`src/rtl/lti_pkg.sv`:
```
package lti_pkg;
  localparam logic [2:0] IDX_MODE = 3'd3;
  localparam logic [2:0] IDX_RLD_HI = 3'd4;
  localparam logic [2:0] IDX_RLD_LO = 3'd5;
  localparam logic [2:0] IDX_ACK = 3'd6;
  localparam logic [2:0] IDX_STOP = 3'd7;

  localparam int unsigned SRC_AUX = 0;
  localparam int unsigned SRC_TIMER = 1;
  localparam int unsigned SRC_VBL = 2;
  localparam int unsigned NUM_SRC = 3;

  typedef struct packed {
    logic loadHi;
    logic loadLo;
    logic reloadOnLo;
    logic reloadOnBlank;
    logic reloadOnExpiry;
    logic tick;
    logic timerIrqEn;
    logic [NUM_SRC-1:0] ackMask;
  } tmrStrobes_t;
endpackage

```
`src/rtl/lti_ctrl.sv`:
```
module lti_ctrl
  import lti_pkg::*;
#(
  parameter int unsigned DATA_W = 16,
  parameter int unsigned LINE_W = 9,
  parameter int unsigned LINES_PER_FRAME = 312,
  parameter int unsigned BORDER_LINES = 16,
  parameter int unsigned ANIM_W = 3,
  parameter int unsigned SPEED_W = 8
) (
  input  logic              clk,
  input  logic              rstN,
  input  logic [2:0]        regAddr,
  input  logic              regWrEn,
  input  logic [DATA_W-1:0] regWrData,
  output logic [DATA_W-1:0] regRdData,
  input  logic              pixEn,
  input  logic [LINE_W-1:0] lineNum,
  input  logic              palMode,
  input  logic              vblankStart,
  output tmrStrobes_t       strb
);
  localparam int unsigned PAD_W = DATA_W - LINE_W - 1 - ANIM_W;
  localparam logic [LINE_W-1:0] TOP_END = LINE_W'(BORDER_LINES);
  localparam logic [LINE_W-1:0] BOT_START = LINE_W'(LINES_PER_FRAME - BORDER_LINES);

  logic [SPEED_W-1:0] speedReg;
  logic [2:0]         reloadMode;
  logic               irqEnReg;
  logic               animOff;
  logic               stopReg;
  logic [SPEED_W-1:0] frameCnt;
  logic [ANIM_W-1:0]  animCnt;

  logic wrMode, wrStop, wrAck, inBorder, frozen;

  assign wrMode = regWrEn && (regAddr == IDX_MODE);
  assign wrStop = regWrEn && (regAddr == IDX_STOP);
  assign wrAck  = regWrEn && (regAddr == IDX_ACK);

  always_ff @(posedge clk) begin
    if (!rstN) begin
      speedReg   <= '0;
      reloadMode <= '0;
      irqEnReg   <= 1'b0;
      animOff    <= 1'b0;
      stopReg    <= 1'b0;
    end else begin
      if (wrMode) begin
        speedReg   <= regWrData[15:8];
        reloadMode <= regWrData[7:5];
        irqEnReg   <= regWrData[4];
        animOff    <= regWrData[3];
      end
      if (wrStop) stopReg <= regWrData[0];
    end
  end

  // border freeze window
  assign inBorder = (lineNum < TOP_END) || (lineNum >= BOT_START);
  assign frozen   = stopReg && palMode && inBorder;

  // animation counter
  always_ff @(posedge clk) begin
    if (!rstN) begin
      frameCnt <= '0;
      animCnt  <= '0;
    end else if (wrMode) begin
      frameCnt <= '0;
    end else if (vblankStart && !animOff) begin
      if (frameCnt == speedReg) begin
        frameCnt <= '0;
        animCnt  <= animCnt + 1'b1;
      end else begin
        frameCnt <= frameCnt + 1'b1;
      end
    end
  end

  always_comb begin
    strb = '0;
    strb.loadHi         = regWrEn && (regAddr == IDX_RLD_HI);
    strb.loadLo         = regWrEn && (regAddr == IDX_RLD_LO);
    strb.reloadOnLo     = strb.loadLo && reloadMode[0];
    strb.reloadOnBlank  = vblankStart && reloadMode[1];
    strb.reloadOnExpiry = reloadMode[2];
    strb.tick           = pixEn && !frozen;
    strb.timerIrqEn     = irqEnReg;
    strb.ackMask        = wrAck ? regWrData[NUM_SRC-1:0] : '0;
  end

  always_comb begin
    if (regAddr == IDX_MODE)
      regRdData = {lineNum, {PAD_W{1'b0}}, palMode, animCnt};
    else
      regRdData = '0;
  end

  // animation counter holds unless a blanking pulse arrives
  p_anim_idle_r11: assert property (@(posedge clk) disable iff (!rstN)
    !vblankStart |=> $stable(animCnt));
  // disabled animation holds its counter
  p_anim_off_r11: assert property (@(posedge clk) disable iff (!rstN)
    (animOff && !wrMode) |=> $stable(animCnt));
endmodule

```
`src/rtl/lti_datapath.sv`:
```
module lti_datapath
  import lti_pkg::*;
#(
  parameter int unsigned DATA_W = 16
) (
  input  logic               clk,
  input  logic               rstN,
  input  tmrStrobes_t        strb,
  input  logic [DATA_W-1:0]  wrData,
  input  logic               vblankStart,
  input  logic               auxIrqEvent,
  output logic [NUM_SRC-1:0] pendFlags,
  output logic               irqOut
);
  localparam int unsigned CNT_W = 2 * DATA_W;
  localparam logic [CNT_W-1:0] CNT_ONE = CNT_W'(1);

  logic [DATA_W-1:0] reloadHi, reloadLo;
  logic [CNT_W-1:0]  count;
  logic              expiry;
  logic [NUM_SRC-1:0] setBits;

  always_ff @(posedge clk) begin
    if (!rstN) begin
      reloadHi <= '0;
      reloadLo <= '0;
    end else begin
      if (strb.loadHi) reloadHi <= wrData;
      if (strb.loadLo) reloadLo <= wrData;
    end
  end

  assign expiry = strb.tick && (count == CNT_ONE);

  always_ff @(posedge clk) begin
    if (!rstN) begin
      count <= '0;
    end else if (strb.reloadOnLo) begin
      count <= {reloadHi, wrData};
    end else if (strb.reloadOnBlank) begin
      count <= {reloadHi, reloadLo};
    end else if (expiry) begin
      count <= strb.reloadOnExpiry ? {reloadHi, reloadLo} : '0;
    end else if (strb.tick && (count != '0)) begin
      count <= count - CNT_ONE;
    end
  end

  always_comb begin
    setBits = '0;
    setBits[SRC_VBL]   = vblankStart;
    setBits[SRC_TIMER] = expiry && strb.timerIrqEn;
    setBits[SRC_AUX]   = auxIrqEvent;
  end

  always_ff @(posedge clk) begin
    if (!rstN) pendFlags <= '0;
    else       pendFlags <= (pendFlags & ~strb.ackMask) | setBits;
  end

  assign irqOut = |pendFlags;

  // acknowledged blanking flag clears when no new pulse arrives
  p_ack_clears_r9: assert property (@(posedge clk) disable iff (!rstN)
    (strb.ackMask[SRC_VBL] && !vblankStart) |=> !pendFlags[SRC_VBL]);
  // an aux flag persists until acknowledged
  p_hold_pending_r8: assert property (@(posedge clk) disable iff (!rstN)
    (pendFlags[SRC_AUX] && !strb.ackMask[SRC_AUX]) |=> pendFlags[SRC_AUX]);
  // an idle counter stays at zero without a load
  p_idle_zero_r4: assert property (@(posedge clk) disable iff (!rstN)
    (count == '0 && !strb.reloadOnLo && !strb.reloadOnBlank) |=> (count == '0));
  // without a step or load the counter is held
  p_halt_r10: assert property (@(posedge clk) disable iff (!rstN)
    (!strb.tick && !strb.reloadOnLo && !strb.reloadOnBlank) |=> $stable(count));
endmodule

```
`src/rtl/line_timer_irq.sv`:
```
module line_timer_irq
  import lti_pkg::*;
#(
  parameter int unsigned DATA_W = 16,
  parameter int unsigned LINE_W = 9,
  parameter int unsigned LINES_PER_FRAME = 312,
  parameter int unsigned BORDER_LINES = 16
) (
  input  logic              clk,
  input  logic              rstN,
  input  logic [2:0]        regAddr,
  input  logic              regWrEn,
  input  logic [DATA_W-1:0] regWrData,
  output logic [DATA_W-1:0] regRdData,
  input  logic              pixEn,
  input  logic [LINE_W-1:0] lineNum,
  input  logic              palMode,
  input  logic              vblankStart,
  input  logic              auxIrqEvent,
  output logic [2:0]        pendFlags,
  output logic              irqOut
);
  tmrStrobes_t strb;

  lti_ctrl #(
    .DATA_W(DATA_W), .LINE_W(LINE_W), .LINES_PER_FRAME(LINES_PER_FRAME),
    .BORDER_LINES(BORDER_LINES), .ANIM_W(3), .SPEED_W(8)
  ) u_ctrl (
    .clk(clk), .rstN(rstN), .regAddr(regAddr), .regWrEn(regWrEn),
    .regWrData(regWrData), .regRdData(regRdData), .pixEn(pixEn),
    .lineNum(lineNum), .palMode(palMode), .vblankStart(vblankStart),
    .strb(strb)
  );

  lti_datapath #(.DATA_W(DATA_W)) u_dp (
    .clk(clk), .rstN(rstN), .strb(strb), .wrData(regWrData),
    .vblankStart(vblankStart), .auxIrqEvent(auxIrqEvent),
    .pendFlags(pendFlags), .irqOut(irqOut)
  );
endmodule

```
`config.mk`:
```
export PLATFORM = sky130hd
export DESIGN_NAME = line_timer_irq
export DESIGN_NICKNAME = d
export VERILOG_FILES = /design/src/rtl/lti_pkg.sv /design/src/rtl/lti_ctrl.sv /design/src/rtl/lti_datapath.sv /design/src/rtl/line_timer_irq.sv
export SDC_FILE = /design/constraint.sdc
export NUM_CORES = 1
export LEC_CHECK = 0
export CORE_MARGIN = 1
export CORE_UTILIZATION = 50
export CTS_BUF_LIST = sky130_fd_sc_hd__clkbuf_4
export DETAILED_ROUTE_END_ITERATION = 8
export PLACE_DENSITY = 0.72
export SLEW_MARGIN = 20
export SYNTH_ARGS = -nofsm -noshare
export SYNTH_HDL_FRONTEND = slang
export SYNTH_SLANG_ARGS = --single-unit
```
`constraint.sdc`:
```
create_clock -name clk -period 6 [get_ports clk]
set_input_delay 0.9 -clock clk [delete_from_list [all_inputs] [get_ports clk]]
set_output_delay 0.9 -clock clk [all_outputs]
set_load 0.02 [all_outputs]
```
==> metrics, run 1 <==
status=complete, no violations; Layout area overhead=14.51%; Clk Latency, worst-skew pair=0.45 ns; # nets final=676; # rows=35; Hold Crit Class=reg -> reg; measured slew at the worst slew-check pin=0.9932 ns; clock tree from TritonCTS=yes; GP Congestion=0.9663; CP Cell Sequence=clkdlybuf4s50_1 > and4b_1 > and2_1 > a21oi_1 > nand2_1 > buf_4 > nor2_1 > o2bb2ai_1; first-pass GRT wire length=22360 um; worst vdd ir=0.1695 mV; synthesized area=4820 um2; Sw Share=42.03%; Final Critical Period=4.141 ns; Yosys reg bits=92; dpl hpwl=9949 um; Antenna Nets Post-Route=0; drt total wl=13800 um; CTS max path bufs=2; share of cells above drive strength 1=6.084%; DRT Pass-1 Iters=4; Leakage=1.917 nW; pwr/cell area=410.4 nW/um2; YS warnings=0; # DRC=0; post-synthesis cell type count=62; CTS hold repair buffers=0; WL per Instance=17.92 um; total track usage=28.89%; CTS H-tree depth=3; 1st-iter DRT viols=505; Post-CTS Setup Bufs=0; Reg area=1842 um2; area of the die=10040 um2; clk sinks=92; I/O pin cnt=55; Internal Power=0.001313 W; largest net degree at the start of global routing=62; Final Cell Area=5519 um2; area of the multi-input gates=2791 um2; initial antenna violation count=0; clock-pin slew on the worst setup and hold paths=0.15 ns; PortBufs=51; Clk network pwr share=16.9%; Crit-path slowest cell=a21oi_1; Gate Count Post-Synth=605; Crit Path Max Fanout=19; Reg power frac=36.3%; Pins Over Slew Limit=0; Final Setup Violations=0; Combinational Power Share=46.8%; setup_tns=0 ns; total power=0.002265 W; Via density=6.149; endpoint type of the worst setup path=flip-flop; post-synthesis sequential area ratio=38.21%; CP top delay family=simple AND/OR/NAND/NOR gates; vias post-DR=4735; startpoint class of the critical path=input pin; post-synthesis average cell area=7.966 um2; asr flop ratio synth=0%; CTS Buf Count=9; Worst EP arrival=4.53 ns; setup repair after global routing missed its margin=false; Crit path required time=6.38 ns; PostCTS Resize Cnt=0; FILL cells=855; Worst Skew=0.02274 ns; Die Ht=100.2 um; placed inst area=5355 um2; number of global-route vias before repair=4355; Final Hold Fails=0; initial cell density of the core=51.91%; gr ovfl total=0; Slew headroom=33.58%; Post-synth EDFFs=0; Die X-Extent=100.2 um; Slowest Stage Delay on Critical Path=0.69 ns; MaxCap Viol Count=0; fmax=0.2415 GHz; sw power=0.0009520 W; Main synth FF type=dfxtp_1; final period utilization=69.02%; Diodes inserted=0; Core Area=9284 um2; Root Driver=clkbuf_4; WP buf/inv=2; kind of critical path=in -> reg
-- cells by family after synthesis --
| group | after synthesis | share of synthesized area [%] |
|---|---|---|
| AOI/OAI and AO/OA | 153 | 22.43 |
| xor gates and xnor gates | 32 | 5.815 |
| adders and majority gates | 4 | 1.038 |
| buffers and inverters | 43 | 4.153 |
| DFF | 92 | 38.21 |
| muxes | 3 | 0.6231 |
| other | 1 | 0.07781 |
| and+or+nand+nor | 277 | 27.65 |
-- power by group through the flow --
stage	registers (W)	logic [W]	clock network, W
after floorplan	0.000797	0.000814	0
after global placement	0.000824	0.00103	0
after detailed placement	0.000828	0.00103	0
after CTS	0.000814	0.00104	0.000387
after global routing	0.000835	0.00117	0.000413
final	0.000822	0.00106	0.000383
-- synth_stat cells, types with 3 or more instances --
library cell | instances | area [um2]
buf_6 | 3 | 33.78
or3_1 | 9 | 56.30
nand2_1 | 130 | 488.0
clkbuf_1 | 27 | 101.4
inv_1 | 6 | 22.52
o21ai_0 | 14 | 70.07
o211ai_1 | 6 | 45.04
dfxtp_1 | 92 | 1842
nand3_1 | 15 | 75.07
and2_1 | 15 | 93.84
mux2i_1 | 3 | 30.03
nor3_1 | 10 | 50.05
xor2_1 | 14 | 122.6
o22ai_1 | 11 | 68.82
a221oi_1 | 8 | 70.07
a221oi_2 | 7 | 105.1
a22oi_1 | 10 | 75.07
or4_4 | 3 | 33.78
nor2_1 | 43 | 161.4
o31ai_1 | 5 | 37.54
nand4_1 | 12 | 75.07
a21oi_1 | 57 | 285.3
o32ai_1 | 3 | 26.28
nor2b_1 | 4 | 25.02
ha_1 | 4 | 50.05
a21boi_0 | 4 | 30.03
or4_1 | 5 | 37.54
xnor2_1 | 18 | 157.7
o2bb2ai_1 | 8 | 70.07
buf_4 | 4 | 30.03
nor4_1 | 17 | 106.4
-- registers in the layout, indices dropped and copies added, names as in the netlist --
signal and flops:
u_ctrl.stopReg 1, u_dp.pendFlags 3, u_dp.reloadLo 16, u_ctrl.speedReg 8, u_ctrl.reloadMode 3, u_ctrl.frameCnt 8, u_dp.count 32, u_ctrl.animOff 1
u_dp.reloadHi 16, u_ctrl.animCnt 3, u_ctrl.irqEnReg 1
-- worst paths after layout --
kind / start / endpoint / slack [ns] / cells past startpoint
setup reg to reg: u_dp.count[7]$_SDFFE_PN0P_ / u_dp.count[6]$_SDFFE_PN0P_ / 2.70 / 7
hold / removal: u_ctrl.animOff$_SDFFE_PN0P_ / u_ctrl.animOff$_SDFFE_PN0P_ / 0.46 / 2
hold reg to reg: u_ctrl.animOff$_SDFFE_PN0P_ / u_ctrl.animOff$_SDFFE_PN0P_ / 0.46 / 2
setup / recovery: regAddr[1] / u_dp.count[6]$_SDFFE_PN0P_ / 1.86 / 8
-- worst reg2reg max path, stage by stage (launching register included) --
cell	delay, ns
dfxtp_1	0.40
nor4_1	0.75
and4_1	0.48
a41o_1	0.33
nand2_1	0.28
buf_4	0.35
nor2_1	0.47
o2bb2ai_1	0.18
-- cells in the final DEF, fill, tap and decap left out, drive strengths merged, types with 4 or more instances in the layout --
cell type,count
nor2b,4
o211ai,6
nand2,130
a21boi,4
ha,4
clkbuf,9
o2bb2ai,8
nand3,15
a221oi,15
xor2,14
nor4,19
or3,10
a211oi,4
clkdlybuf4s50,51
inv,7
a21oi,58
or4,8
xnor2,18
and2,16
o31ai,5
o21ai,16
nand4,12
o22ai,11
a22oi,10
nor3,10
nor2,43
buf,4
clkinv,4
dfxtp,92
-- layer usage --
layer / track usage [%] / vias up / routed length (um)
met5: 0 / - / 0
met4: 10.26 / 0 / 362
met3: 7.312 / 32 / 1384
met2: 43.52 / 245 / 6107
met1: 40.06 / 2213 / 5947
li1: - / 2245 / -
-- per-stage QoR --
step | utilization, % | hold WS (ns) | worst slack (ns) | cells
after floorplan | - | 0.4360 | 3.019 | 607
after global placement | 57.68 | 0.4416 | 1.761 | 755
after detailed placement | 57.68 | 0.4483 | 1.559 | 755
after CTS | 59.38 | 0.4662 | 2.019 | 770
after global routing | 59.45 | 0.4957 | 1.762 | 770
final | 59.45 | 0.4622 | 1.859 | 770
-- final cells by class --
| class | instances | share of cell area [%] |
|---|---|---|
| Clock inverter | 6 | 1.632 |
| Multi-Input combinational cell | 472 | 50.58 |
| Inverter | 7 | 0.4761 |
| Sequential cell | 92 | 33.37 |
| Clock buffer | 9 | 1.224 |
| Tap cell | 129 | 2.925 |
| Timing Repair Buffer | 55 | 9.794 |
No activity file was read; power rests on OpenSTA's default activity.
==> run 2: changes to the inputs <==
==> constraint.sdc (replaced) <==
create_clock -name clk -period 4.2 [get_ports clk]
set_input_delay 0.63 -clock clk [delete_from_list [all_inputs] [get_ports clk]]
set_output_delay 0.63 -clock clk [all_outputs]
set_load 0.02 [all_outputs]
==> run 2 against run 1 <==
Effect of this change:
- core utilization is 0.30 points higher
- die area stayed put
- final area rose by 0.50%
- critical path depth is 2 lower
- highest routed layer unchanged
- sequential share of layout area fell by 0.17 points
- register-to-register slack worse by 1.6 ns
- critical endpoint is now u_dp.count[22]$_SDFFE_PN0P_
- global-route usage shrank 0.61 points
- non-clock buffer count increased by 10
- flip-flop and latch count did not move
- clock power rose by 13%
- via count barely moved
- final cell count increased by 1.4%
==> metrics, run 2 (synthesized netlist as in run 1, its figures left out) <==
final period utilization=74.07%; area of the die=10040 um2; drt total wl=13520 um; reg-to-reg slack, setup=1.09 ns; Hold Crit Class=reg -> reg; Antenna Nets Post-Route=0; kind of critical path=reg -> reg; Final Critical Period=3.111 ns; worst r2r src=u_dp.count[26]$_SDFFE_PN0P_; Pins Over Slew Limit=0; I/O pin cnt=55; Critical Path End=u_dp.count[22]$_SDFFE_PN0P_; Crit Path Max Fanout=13; FILL cells=873; CTS H-tree depth=3; Final Setup Violations=0; vias post-DR=4732; # rows=35; MaxCap Viol Count=0; 1st-iter DRT viols=433; Via density=6.059; setup_tns=0 ns; clk sinks=92; Layout Utilization=59.74%; largest net degree at the start of global routing=62; Reg with most FFs=u_dp.count; Diodes inserted=0; # DRC=0; WL per Instance=17.31 um; Reg area=1842 um2; Die Ht=100.2 um; Final Hold Fails=0; share of cells above drive strength 1=7.362%; Leakage=1.940 nW; PortBufs=51; Worst Setup SP=u_dp.count[26]$_SDFFE_PN0P_; clock-pin slew on the worst setup and hold paths=0.15 ns; CTS max path bufs=2; Crit path required time=4.52 ns; number of global-route vias before repair=4452; DRT Pass-1 Iters=6; worst vdd ir=0.2640 mV; area of the multi-input gates=2785 um2; pwr/cell area=565.0 nW/um2; total power=0.003134 W; final hold slack=0.4661 ns; fmax=0.3214 GHz; R2R depth=6; Clk Latency, worst-skew pair=0.44 ns; initial antenna violation count=0; Die X-Extent=100.2 um; Worst Skew=0.02180 ns; Layout area overhead=15.08%; clock tree from TritonCTS=yes; Core Area=9284 um2; commonest non-fill, non-tap cell in the layout=nand2_1; status=complete, no violations; setup repair after global routing missed its margin=false; leading registers by flop count=u_dp.count x32, u_dp.reloadHi x16, u_dp.reloadLo x16; RR Endpoint=u_dp.count[22]$_SDFFE_PN0P_; measured slew at the worst slew-check pin=0.8946 ns; first-pass GRT wire length=22350 um; gr ovfl total=0; dpl hpwl=9620 um; Post-CTS Setup Bufs=0; CTS hold repair buffers=0; startpoint class of the critical path=flip-flop; CTS Buf Count=9; PostCTS Resize Cnt=0; # nets final=686; total track usage=28.28%; GP Congestion=0.9898; Root Driver=clkbuf_4; most frequent cells in the layout=130 x nand2_1, 92 x dfxtp_1, 57 x a21oi_1; initial cell density of the core=51.91%; endpoint type of the worst setup path=flip-flop; Worst EP arrival=3.43 ns; Slew headroom=39.42%; max reg flops=32
run 2: changes by cell type in the layout (fill, tap and decap cells not counted):
cell,previous run,this run
buf_4,4,14
bufinv_16,2,0
clkbuf_4,9,10
clkinv_1,1,2
clkinvlp_4,0,1
nor4_1,16,17
nor4_2,2,1
run 2: worst min path at each step:
stage	cells past startpoint	endpoint	slack, ns	from
after floorplan	2	u_dp.reloadHi[9]$_SDFFE_PN0P_	0.44	u_dp.reloadHi[9]$_SDFFE_PN0P_
final	2	u_dp.reloadLo[9]$_SDFFE_PN0P_	0.47	u_dp.reloadLo[9]$_SDFFE_PN0P_
after CTS	2	u_dp.reloadHi[0]$_SDFFE_PN0P_	0.47	u_dp.reloadHi[0]$_SDFFE_PN0P_
after detailed placement	2	u_dp.reloadLo[9]$_SDFFE_PN0P_	0.45	u_dp.reloadLo[9]$_SDFFE_PN0P_
after global placement	2	u_ctrl.animOff$_SDFFE_PN0P_	0.44	u_ctrl.animOff$_SDFFE_PN0P_
after global routing	2	u_dp.reloadLo[13]$_SDFFE_PN0P_	0.48	u_dp.reloadLo[13]$_SDFFE_PN0P_
run 2: critical path, stage by stage, from the launching register on:
cell,delay (ns)
dfxtp_1,0.39
or4_4,0.58
or4_4,0.57
or3_1,0.55
o21ai_4,0.44
a221oi_1,0.14
nor4_1,0.33
run 2: per-stage QoR:
step,cell area [um2],cells,setup slack (ns)
after floorplan,4827,607,1.489
after global placement,5430,765,0.9181
after detailed placement,5430,765,0.8156
after CTS,5547,781,1.120
after global routing,5547,781,0.8886
final,5547,781,1.089
run 2: where the power goes:
| group | switching (W) | leakage, nW | internal, W | total (W) |
|---|---|---|---|---|
| Combinational | 0.000874 | 1.13 | 0.000665 | 0.00154 |
| Sequential | 0.000162 | 0.748 | 0.00100 | 0.00116 |
| Clock | 0.000303 | 0.0616 | 0.000128 | 0.000431 |
run 2: cell type report:
class,instances,share of cell area [%]
Clock buffer,10,1.353
Clock inverter,6,0.7444
Inverter,7,0.4737
Multi-Input combinational cell,472,50.21
Sequential cell,92,33.21
Tap cell,129,2.910
Timing Repair Buffer,65,11.10
run 2: per-layer routing:
layer	vias up	global-route usage [%]	share of wire, %
met5	-	0	0
met4	0	11.26	3.1
met3	23	5.710	8.3
met2	237	44.15	44
met1	2204	38.33	45
li1	2268	-	-
